==> config.mk <==
export PLATFORM = sky130hd
export DESIGN_NAME = mn_clkgen
export DESIGN_NICKNAME = d
export VERILOG_FILES = /design/src/rtl/mn_clkgen.sv
export SDC_FILE = /design/constraint.sdc
export NUM_CORES = 1
export LEC_CHECK = 0
export BUFFER_PORTS_ARGS = -buffer_cell sky130_fd_sc_hd__buf_2
export CAP_MARGIN = 0
export CORE_ASPECT_RATIO = 0.75
export CORE_UTILIZATION = 45
export DETAILED_ROUTE_END_ITERATION = 7
export HOLD_SLACK_MARGIN = 0.03
export PLACE_DENSITY = 0.67
export SYNTH_ARGS = -nofsm -noshare
export SYNTH_HDL_FRONTEND = slang
export SYNTH_SLANG_ARGS = --single-unit
==> constraint.sdc <==
create_clock -name clk -period 3.7 [get_ports clk]
set_clock_uncertainty 0.15 [all_clocks]
set_input_delay 0.74 -clock clk [delete_from_list [all_inputs] [get_ports clk]]
set_output_delay 0.74 -clock clk [all_outputs]
set_load 0.02 [all_outputs]
==> src/rtl/mn_clkgen.sv <==
module mn_clkgen #(
  parameter int MW = 9,
  parameter int NW = 20,
  parameter int SW = 2,
  localparam int CW = SW + 1 + MW + NW,
  localparam int AW = NW + 1
) (
  input  logic              clk,
  input  logic              rst_n,
  input  logic              wr_en,
  input  logic [CW-1:0]     wr_data,
  input  logic [2**SW-1:0]  ref_stb,
  output logic [CW-1:0]     rd_data,
  output logic              clk_out,
  output logic              rise_tick,
  output logic              cfg_err
);
  localparam int EN_B = MW + NW;

  function automatic logic legal(input logic [MW-1:0] m, input logic [NW-1:0] n);
    return (m != '0) && (n >= NW'(2)) && (AW'(n) >= AW'({m, 1'b0}));
  endfunction

  logic [CW-1:0] ctrl;
  logic [MW-1:0] act_m;
  logic [NW-1:0] act_n;
  logic [AW-1:0] acc;
  logic          running;

  wire [MW-1:0] c_m   = ctrl[NW +: MW];
  wire [NW-1:0] c_n   = ctrl[NW-1:0];
  wire [SW-1:0] c_sel = ctrl[CW-1 -: SW];
  wire          ok    = ctrl[EN_B] && legal(c_m, c_n);
  wire          stb   = ref_stb[c_sel];
  wire [AW-1:0] sum   = acc + AW'({act_m, 1'b0});
  wire          wrap  = sum >= AW'(act_n);

  assign rd_data = ctrl;

  always_ff @(posedge clk) begin
    if (!rst_n) begin
      ctrl      <= '0;
      cfg_err   <= 1'b0;
      act_m     <= '0;
      act_n     <= '0;
      acc       <= '0;
      running   <= 1'b0;
      clk_out   <= 1'b0;
      rise_tick <= 1'b0;
    end else begin
      rise_tick <= 1'b0;
      if (wr_en) begin
        ctrl    <= wr_data;
        cfg_err <= !legal(wr_data[NW +: MW], wr_data[NW-1:0]);
      end
      if (!ok) begin
        running <= 1'b0;
        acc     <= '0;
        clk_out <= 1'b0;
      end else if (!running) begin
        running <= 1'b1;
        act_m   <= c_m;
        act_n   <= c_n;
        acc     <= '0;
      end else if (stb) begin
        if (wrap) begin
          acc       <= sum - AW'(act_n);
          clk_out   <= !clk_out;
          rise_tick <= !clk_out;
          act_m     <= c_m;
          act_n     <= c_n;
        end else begin
          acc <= sum;
        end
      end
    end
  end
endmodule

==> run metrics, run 1 <==
1st-pass router iterations 5; I/O pin count 74; CTS Root Cell clkbuf_16; Critical-path top delay cell a221oi_4; crit-path cells ha_4, a211oi_4, o211ai_1, a221oi_4, nand2b_4, buf_6, xnor2_2, ha_1, a21o_1, a21o_1, a211oi_2, o22ai_2, a21oi_4, buf_4, nand3_4, buf_12, mux2i_2, a211oi_2; Remaining DRCs 0; min Tclk post-route 4.07 ns; global-route wire length before repair 26.8 mm; post-synthesis sequential area ratio 30.5%; Gate Count Post-Synth 637; Yosys reg bits 86; final cycle utilization of the critical path 110%; Placer Congestion 0.897; top cells by area, synth dfxtp_1 (31%), mux2i_1 (13%), ha_1 (10%), nor2b_1 (7.1%), xnor2_1 (3.1%); die footprint 13000 µm²; Final setup viols 52; max-cap violation count 0; worst-path fanout max 7; Area Growth Syn to Fin 38.0%; Avg Cell Area, Syn 8.85 µm²; die height 98.9 µm; worst endpoint required time 3.76 ns; crit path capture type flop; port bufs 73; antenna-violating nets left 0; failing checks negative setup slack; PwrDens 373 nW/µm²; GRT Residual Overflow 0; Most used DFF post-synth dfxtp_1; WP data arrival 4.13 ns; Rel. slew slack 35.0%; Netlist Area Pre-Place 5640 µm²; GRT met1 Usage 38.9%; vias in the first global route 5118; M2 GR Usage 39.7%; # rows 35; setup ws final -0.373 ns; M3 GR Usage 3.96%; area of the multi-input gates 4140 µm²; drt total wl 17.1 mm; initial detailed-routing violation count 362; Initial Util 46.0%; Worst VDD drop 0.000258 V; drt wl/cell 17.7 µm; unrepaired setup endpoints after global routing yes; largest net degree at the start of global routing 63; Die W 131 µm; crit path kind flop to flop; GRT Max-Usage Layer met2; initial antenna violation count 0; hold_buf cts 0; register area 1730 µm²; number of antenna diodes 0; via count 5326; Post-synth ARST share 0%; worst min path class flop to flop; Power Total 0.00291 W; Lkg Pwr 3.48 nW; clock sink count 86; CTS tree built; Synth top area share 30.5%; Reg clk slew, reported paths 0.07 ns; Worst setup SP type flop; nets 887; Fin Hold WS 0.359 ns; Skew-Pair Late Insertion Delay 0.34 ns; Syn Nets 725; Yosys cell types 57; outcome finished with violations; Fillers 1001; core box area 12300 µm²; Syn. warnings 0; Post-synth EDFFs 0; dpl hpwl 12.5 mm; largest stage delay on the critical path 0.37 ns; final hold vios 0; CTS max path bufs 2; total CTS buffers 9; H-Tree Depth 3; Max Clk Rate 246 MHz; Synth area leader dfxtp_1; layout cell share with drive strength beyond 1 34.3%; GRT Total Usage 26.4%; vias per inst 5.49; Slew @ Worst Pin 0.974 ns; max-slew violations 0
## routing by layer
layer  vias up  routed length, µm
li1       2586                  -
met1      2545               8640
met2       178               7320
met3        17                985
met4         0                197
met5         -                  0
## flip-flops by register name, indices dropped and copies added (netlist names)
register / cells
running: 1
rd_data: 32
acc: 21
clk_out: 1
cfg_err: 1
act_n: 20
act_m: 9
rise_tick: 1
## cells by family after synthesis
kind of cell	share of synthesized area [%]
AO/OA/AOI/OAI	15.1
XOR/XNOR	5.57
adder cells (fa/ha/maj)	11.1
buffers and inverters	5.04
flip-flops	30.5
multiplexers	13.9
AND/OR/NAND/NOR	18.7
## critical path, delay by kind of cell (launching register included)
kind,cells,cell delay (ns)
xor+xnor,1,0.06
fa+ha+maj,2,0.57
simple gates,2,0.33
flops,1,0.34
compound gates,9,1.76
buf+inv,3,0.46
mux,1,0.26
## placed cells by master (no fill, tap or decap), types with 13 or more instances in the layout
cell type  netlist  routed
a21oi_1         30      23
buf_2            1      73
buf_4            2      89
dfxtp_1         86      82
ha_1            47      40
inv_1           44      44
mux2i_1         75      70
nand2_1         35      31
nor2_1          42      37
nor2b_1         64      64
o21ai_0         17      13
xnor2_1         20      14
## area by class of cell
| class | instances | area share, % |
|---|---|---|
| repair buffers | 174 | 16.0 |
| clock buffers | 10 | 2.94 |
| inverters | 44 | 2.12 |
| clock inverters | 6 | 0.900 |
| well taps | 166 | 2.67 |
| flip-flops and latches | 86 | 22.2 |
| multi-input cells | 484 | 53.2 |
## synth_stat cells, types with 4 or more instances
| library cell | instances |
|---|---|
| a211oi_1 | 18 |
| a21o_1 | 10 |
| a21oi_1 | 30 |
| a311oi_1 | 4 |
| and3_1 | 7 |
| clkbuf_1 | 18 |
| dfxtp_1 | 86 |
| ha_1 | 47 |
| inv_1 | 44 |
| mux2i_1 | 75 |
| nand2_1 | 35 |
| nand3_1 | 13 |
| nor2_1 | 42 |
| nor2b_1 | 64 |
| nor3_1 | 11 |
| nor4_1 | 10 |
| o211ai_1 | 5 |
| o21a_1 | 6 |
| o21ai_0 | 17 |
| o21ai_1 | 4 |
| o21bai_1 | 4 |
| o41ai_1 | 4 |
| xnor2_1 | 20 |
| xor2_1 | 14 |
## path summary, 6_finish.rpt
check	from	end	slack [ns]	cells after the start
min	acc[8]$_SDFFE_PN0P_	acc[8]$_SDFFE_PN0P_	0.36	2
max	act_m[1]$_SDFFE_PN0P_	acc[6]$_SDFFE_PN0P_	-0.37	18
min reg2reg	acc[8]$_SDFFE_PN0P_	acc[8]$_SDFFE_PN0P_	0.36	2
max reg2reg	act_m[1]$_SDFFE_PN0P_	acc[6]$_SDFFE_PN0P_	-0.37	18
## what timing repair did
action                                  CTS  global route
pin swaps                                34            37
buffers inserted                         17             8
gates cloned                              2             1
resized for setup                        48            44
endpoints found under the setup margin   52            52
hold endpoints to repair                  0             0
## per-stage QoR
step	setup slack (ns)	instances	TNS (ns)	cell area, µm²	util, %
floorplan	-0.0598	637	-0.667	5700	-
global placement	-0.421	928	-15.63	6770	55.2
detailed placement	-0.460	928	-19.26	6770	55.2
CTS	-0.268	962	-11.00	7460	60.8
global route	-0.499	970	-21.96	7780	63.5
finish	-0.373	970	-14.79	7780	63.5
## report_power, final
group	switching (W)	internal [W]
clock network	0.000403	0.000529
logic	0.000506	0.000473
registers	0.0000394	0.000956
total	0.000948	0.00196
(Power assumes the default switching activity.)
==> run 2: changes to the inputs <==
--- a/config.mk
+++ b/config.mk
@@ -8,10 +8,10 @@
 export BUFFER_PORTS_ARGS = -buffer_cell sky130_fd_sc_hd__buf_2
 export CAP_MARGIN = 0
 export CORE_ASPECT_RATIO = 0.75
-export CORE_UTILIZATION = 45
+export CORE_UTILIZATION = 53
 export DETAILED_ROUTE_END_ITERATION = 7
 export HOLD_SLACK_MARGIN = 0.03
-export PLACE_DENSITY = 0.67
+export PLACE_DENSITY = 0.77
 export SYNTH_ARGS = -nofsm -noshare
 export SYNTH_HDL_FRONTEND = slang
 export SYNTH_SLANG_ARGS = --single-unit
==> run metrics, run 2 (synthesis results as in run 1) <==
antenna-violating nets left 0 (unchanged); most frequent cells in the layout dfxtp_1 (81), mux2i_1 (75), buf_2 (73), buf_4 (73), nor2b_1 (64); GRT Residual Overflow 0 (unchanged); final cycle utilization of the critical path 111% (+0.71 points); Initial Util 54.6% (+8.6 points); min Tclk post-route 4.10 ns (+0.0263 ns); worst hold path cell count 1 (-1); drt wl/cell 18.8 µm (+6.2%); worst endpoint required time 3.79 ns (+0.03 ns); Die W 121 µm (-7.7%); GRT Total Usage 31.6% (+5.2 points); initial detailed-routing violation count 377 (+4.1%); Slew @ Worst Pin 0.807 ns (-0.167 ns); failing checks negative setup slack; Worst VDD drop 0.000281 V (+8.9%); most used cell, CP a21o_1; RR Endpoint act_n[0]$_SDFFE_PN0P_; Fillers 758 (-24%); crit-path cells ha_4, buf_6, a211oi_4, o211ai_1, a221oi_4, nand2b_4, xnor2_1, ha_1, a21o_1, a21o_1, a211oi_2, o22ai_4, a21oi_4, buf_4, a41oi_4, buf_12, mux2i_1, nor2b_1; Placer Congestion 0.896 (about the same); worst-path fanout max 11 (+4); CTS tree built; H-Tree Depth 3 (unchanged); CP bufs+invs 3 (unchanged); I/O pin count 74 (unchanged); Critical-path top delay cell dfxtp_2; worst reg-to-reg setup slack -0.40 ns (-0.03 ns); die height 91.3 µm (-7.7%); WP data arrival 4.19 ns (+0.06 ns); worst min path class flop to flop; Reg clk slew, reported paths 0.07 ns (about the same); max-cap violation count 0 (unchanged); number of antenna diodes 0 (unchanged); Rel. slew slack 45.5% (+10 points); Lkg Pwr 3.35 nW (-3.8%); CTS max path bufs 2 (unchanged); die footprint 11100 µm² (-15%); largest net degree at the start of global routing 63 (unchanged); clock sink count 86 (unchanged); total CTS buffers 9 (unchanged); hold_buf cts 0 (unchanged); global-route wire length before repair 27.1 mm (+1.2%); commonest non-fill, non-tap cell in the layout dfxtp_1; drt total wl 17.3 mm (+0.99%); Place WS -0.357 ns (+0.103 ns); port bufs 73 (unchanged); layout cell share with drive strength beyond 1 30.5% (-3.8 points); outcome finished with violations; vias in the first global route 5365 (+4.8%); crit path capture type flop; Skew-Pair Late Insertion Delay 0.35 ns (about the same); FF-to-FF Start acc[1]$_SDFFE_PN0P_; largest stage delay on the critical path 0.34 ns (-0.03 ns); dpl hpwl 11.8 mm (-4.9%); initial antenna violation count 0 (unchanged); max-slew violations 0 (unchanged); Worst Hold End rise_tick$_SDFF_PN0_; unrepaired setup endpoints after global routing yes; Worst setup SP type flop; setup ws final -0.399 ns (-0.0263 ns); core box area 10300 µm² (-16%); Remaining DRCs 0 (unchanged); CTS Root Cell clkbuf_16; vias per inst 5.95 (+8.4%); Area Growth Syn to Fin 32.6%; # rows 32 (-8.6%); area of the multi-input gates 4020 µm² (-2.8%); PwrDens 385 nW/µm² (+3.2%); Max Clk Rate 244 MHz (-0.64%); Final setup viols 52 (unchanged); cells on worst reg2reg path 18 (unchanged); max reg flops 32 (unchanged); Fin Hold WS 0.345 ns (-0.0143 ns); 1st-pass router iterations 5 (unchanged); nets 869 (-2.0%); final hold vios 0 (unchanged); register area 1730 µm² (about the same); via count 5487 (+3.0%); crit path kind flop to flop; delay-heaviest family, CP compound AO/OA/AOI/OAI gates; hold path start clk_out$_SDFFE_PN0P_
==> run 2: per-layer routing <==
metal  vias to the layer above  part of all wire [%]  track usage (%)
li1                       2550                     -                -
met1                      2630                    44             43.2
met2                       256                    46             49.3
met3                        51                   7.7             6.97
met4                         0                   2.4             9.57
met5                         -                     0                0
==> run 2: power by group <==
part	switching [W]	internal (W)	leakage, nW
logic	0.000513	0.000486	2.51
registers	0.0000395	0.000956	0.703
clock network	0.000403	0.000482	0.138
==> run 2: final cells by class <==
class                      instances  share of cell area, %
clock inverter                     5                  0.553
multi-input combinational        484                   53.9
inverter                          44                   2.21
clock buffer                      11                   3.25
tap                              136                   2.28
sequential                        86                   23.2
timing repair buffer             156                   14.7
==> run 2: worst max-delay path by stage <==
stage                          startpoint                    end  slack, ns  cells after the start
floorplan           act_m[0]$_SDFFE_PN0P_  act_n[1]$_SDFFE_PN0P_      -0.06                     19
global placement    act_m[0]$_SDFFE_PN0P_  act_m[1]$_SDFFE_PN0P_      -0.28                     17
detailed placement  act_m[0]$_SDFFE_PN0P_    acc[8]$_SDFFE_PN0P_      -0.36                     18
CTS                   acc[1]$_SDFFE_PN0P_    acc[4]$_SDFFE_PN0P_      -0.31                     19
global route          acc[1]$_SDFFE_PN0P_  act_n[0]$_SDFFE_PN0P_      -0.56                     19
finish                acc[1]$_SDFFE_PN0P_  act_n[0]$_SDFFE_PN0P_      -0.40                     18
==> run 2: metrics by stage <==
stage          setup TNS (ns)  instances  utilization, %  cell area, µm²  power (W)
6_report               -14.74        922            72.3            7470    0.00288
2_1_floorplan          -0.667        637               -            5700    0.00152
3_5_place_dp           -15.48        886            64.1            6630    0.00177
3_3_place_gp           -12.28        886            64.1            6630    0.00176
4_1_cts                -12.33        914            70.4            7270    0.00284
5_1_grt                -23.41        922            72.3            7470    0.00299
==> run 2: worst reg2reg max path, stage by stage, from the launching register on <==
cell,delay [ns]
dfxtp_2,0.34
ha_4,0.17
buf_6,0.12
a211oi_4,0.23
o211ai_1,0.20
a221oi_4,0.34
nand2b_4,0.23
xnor2_1,0.08
ha_1,0.34
a21o_1,0.18
a21o_1,0.19
a211oi_2,0.27
o22ai_4,0.13
a21oi_4,0.18
buf_4,0.16
a41oi_4,0.18
buf_12,0.24
mux2i_1,0.21
nor2b_1,0.08
==> run 2: timing repair <==
item | CTS | global route
gates cloned | 3 | 2
setup endpoints to repair | 52 | 52
pin swaps | 48 | 18
setup buffers | 10 | 8
resized for setup | 40 | 27
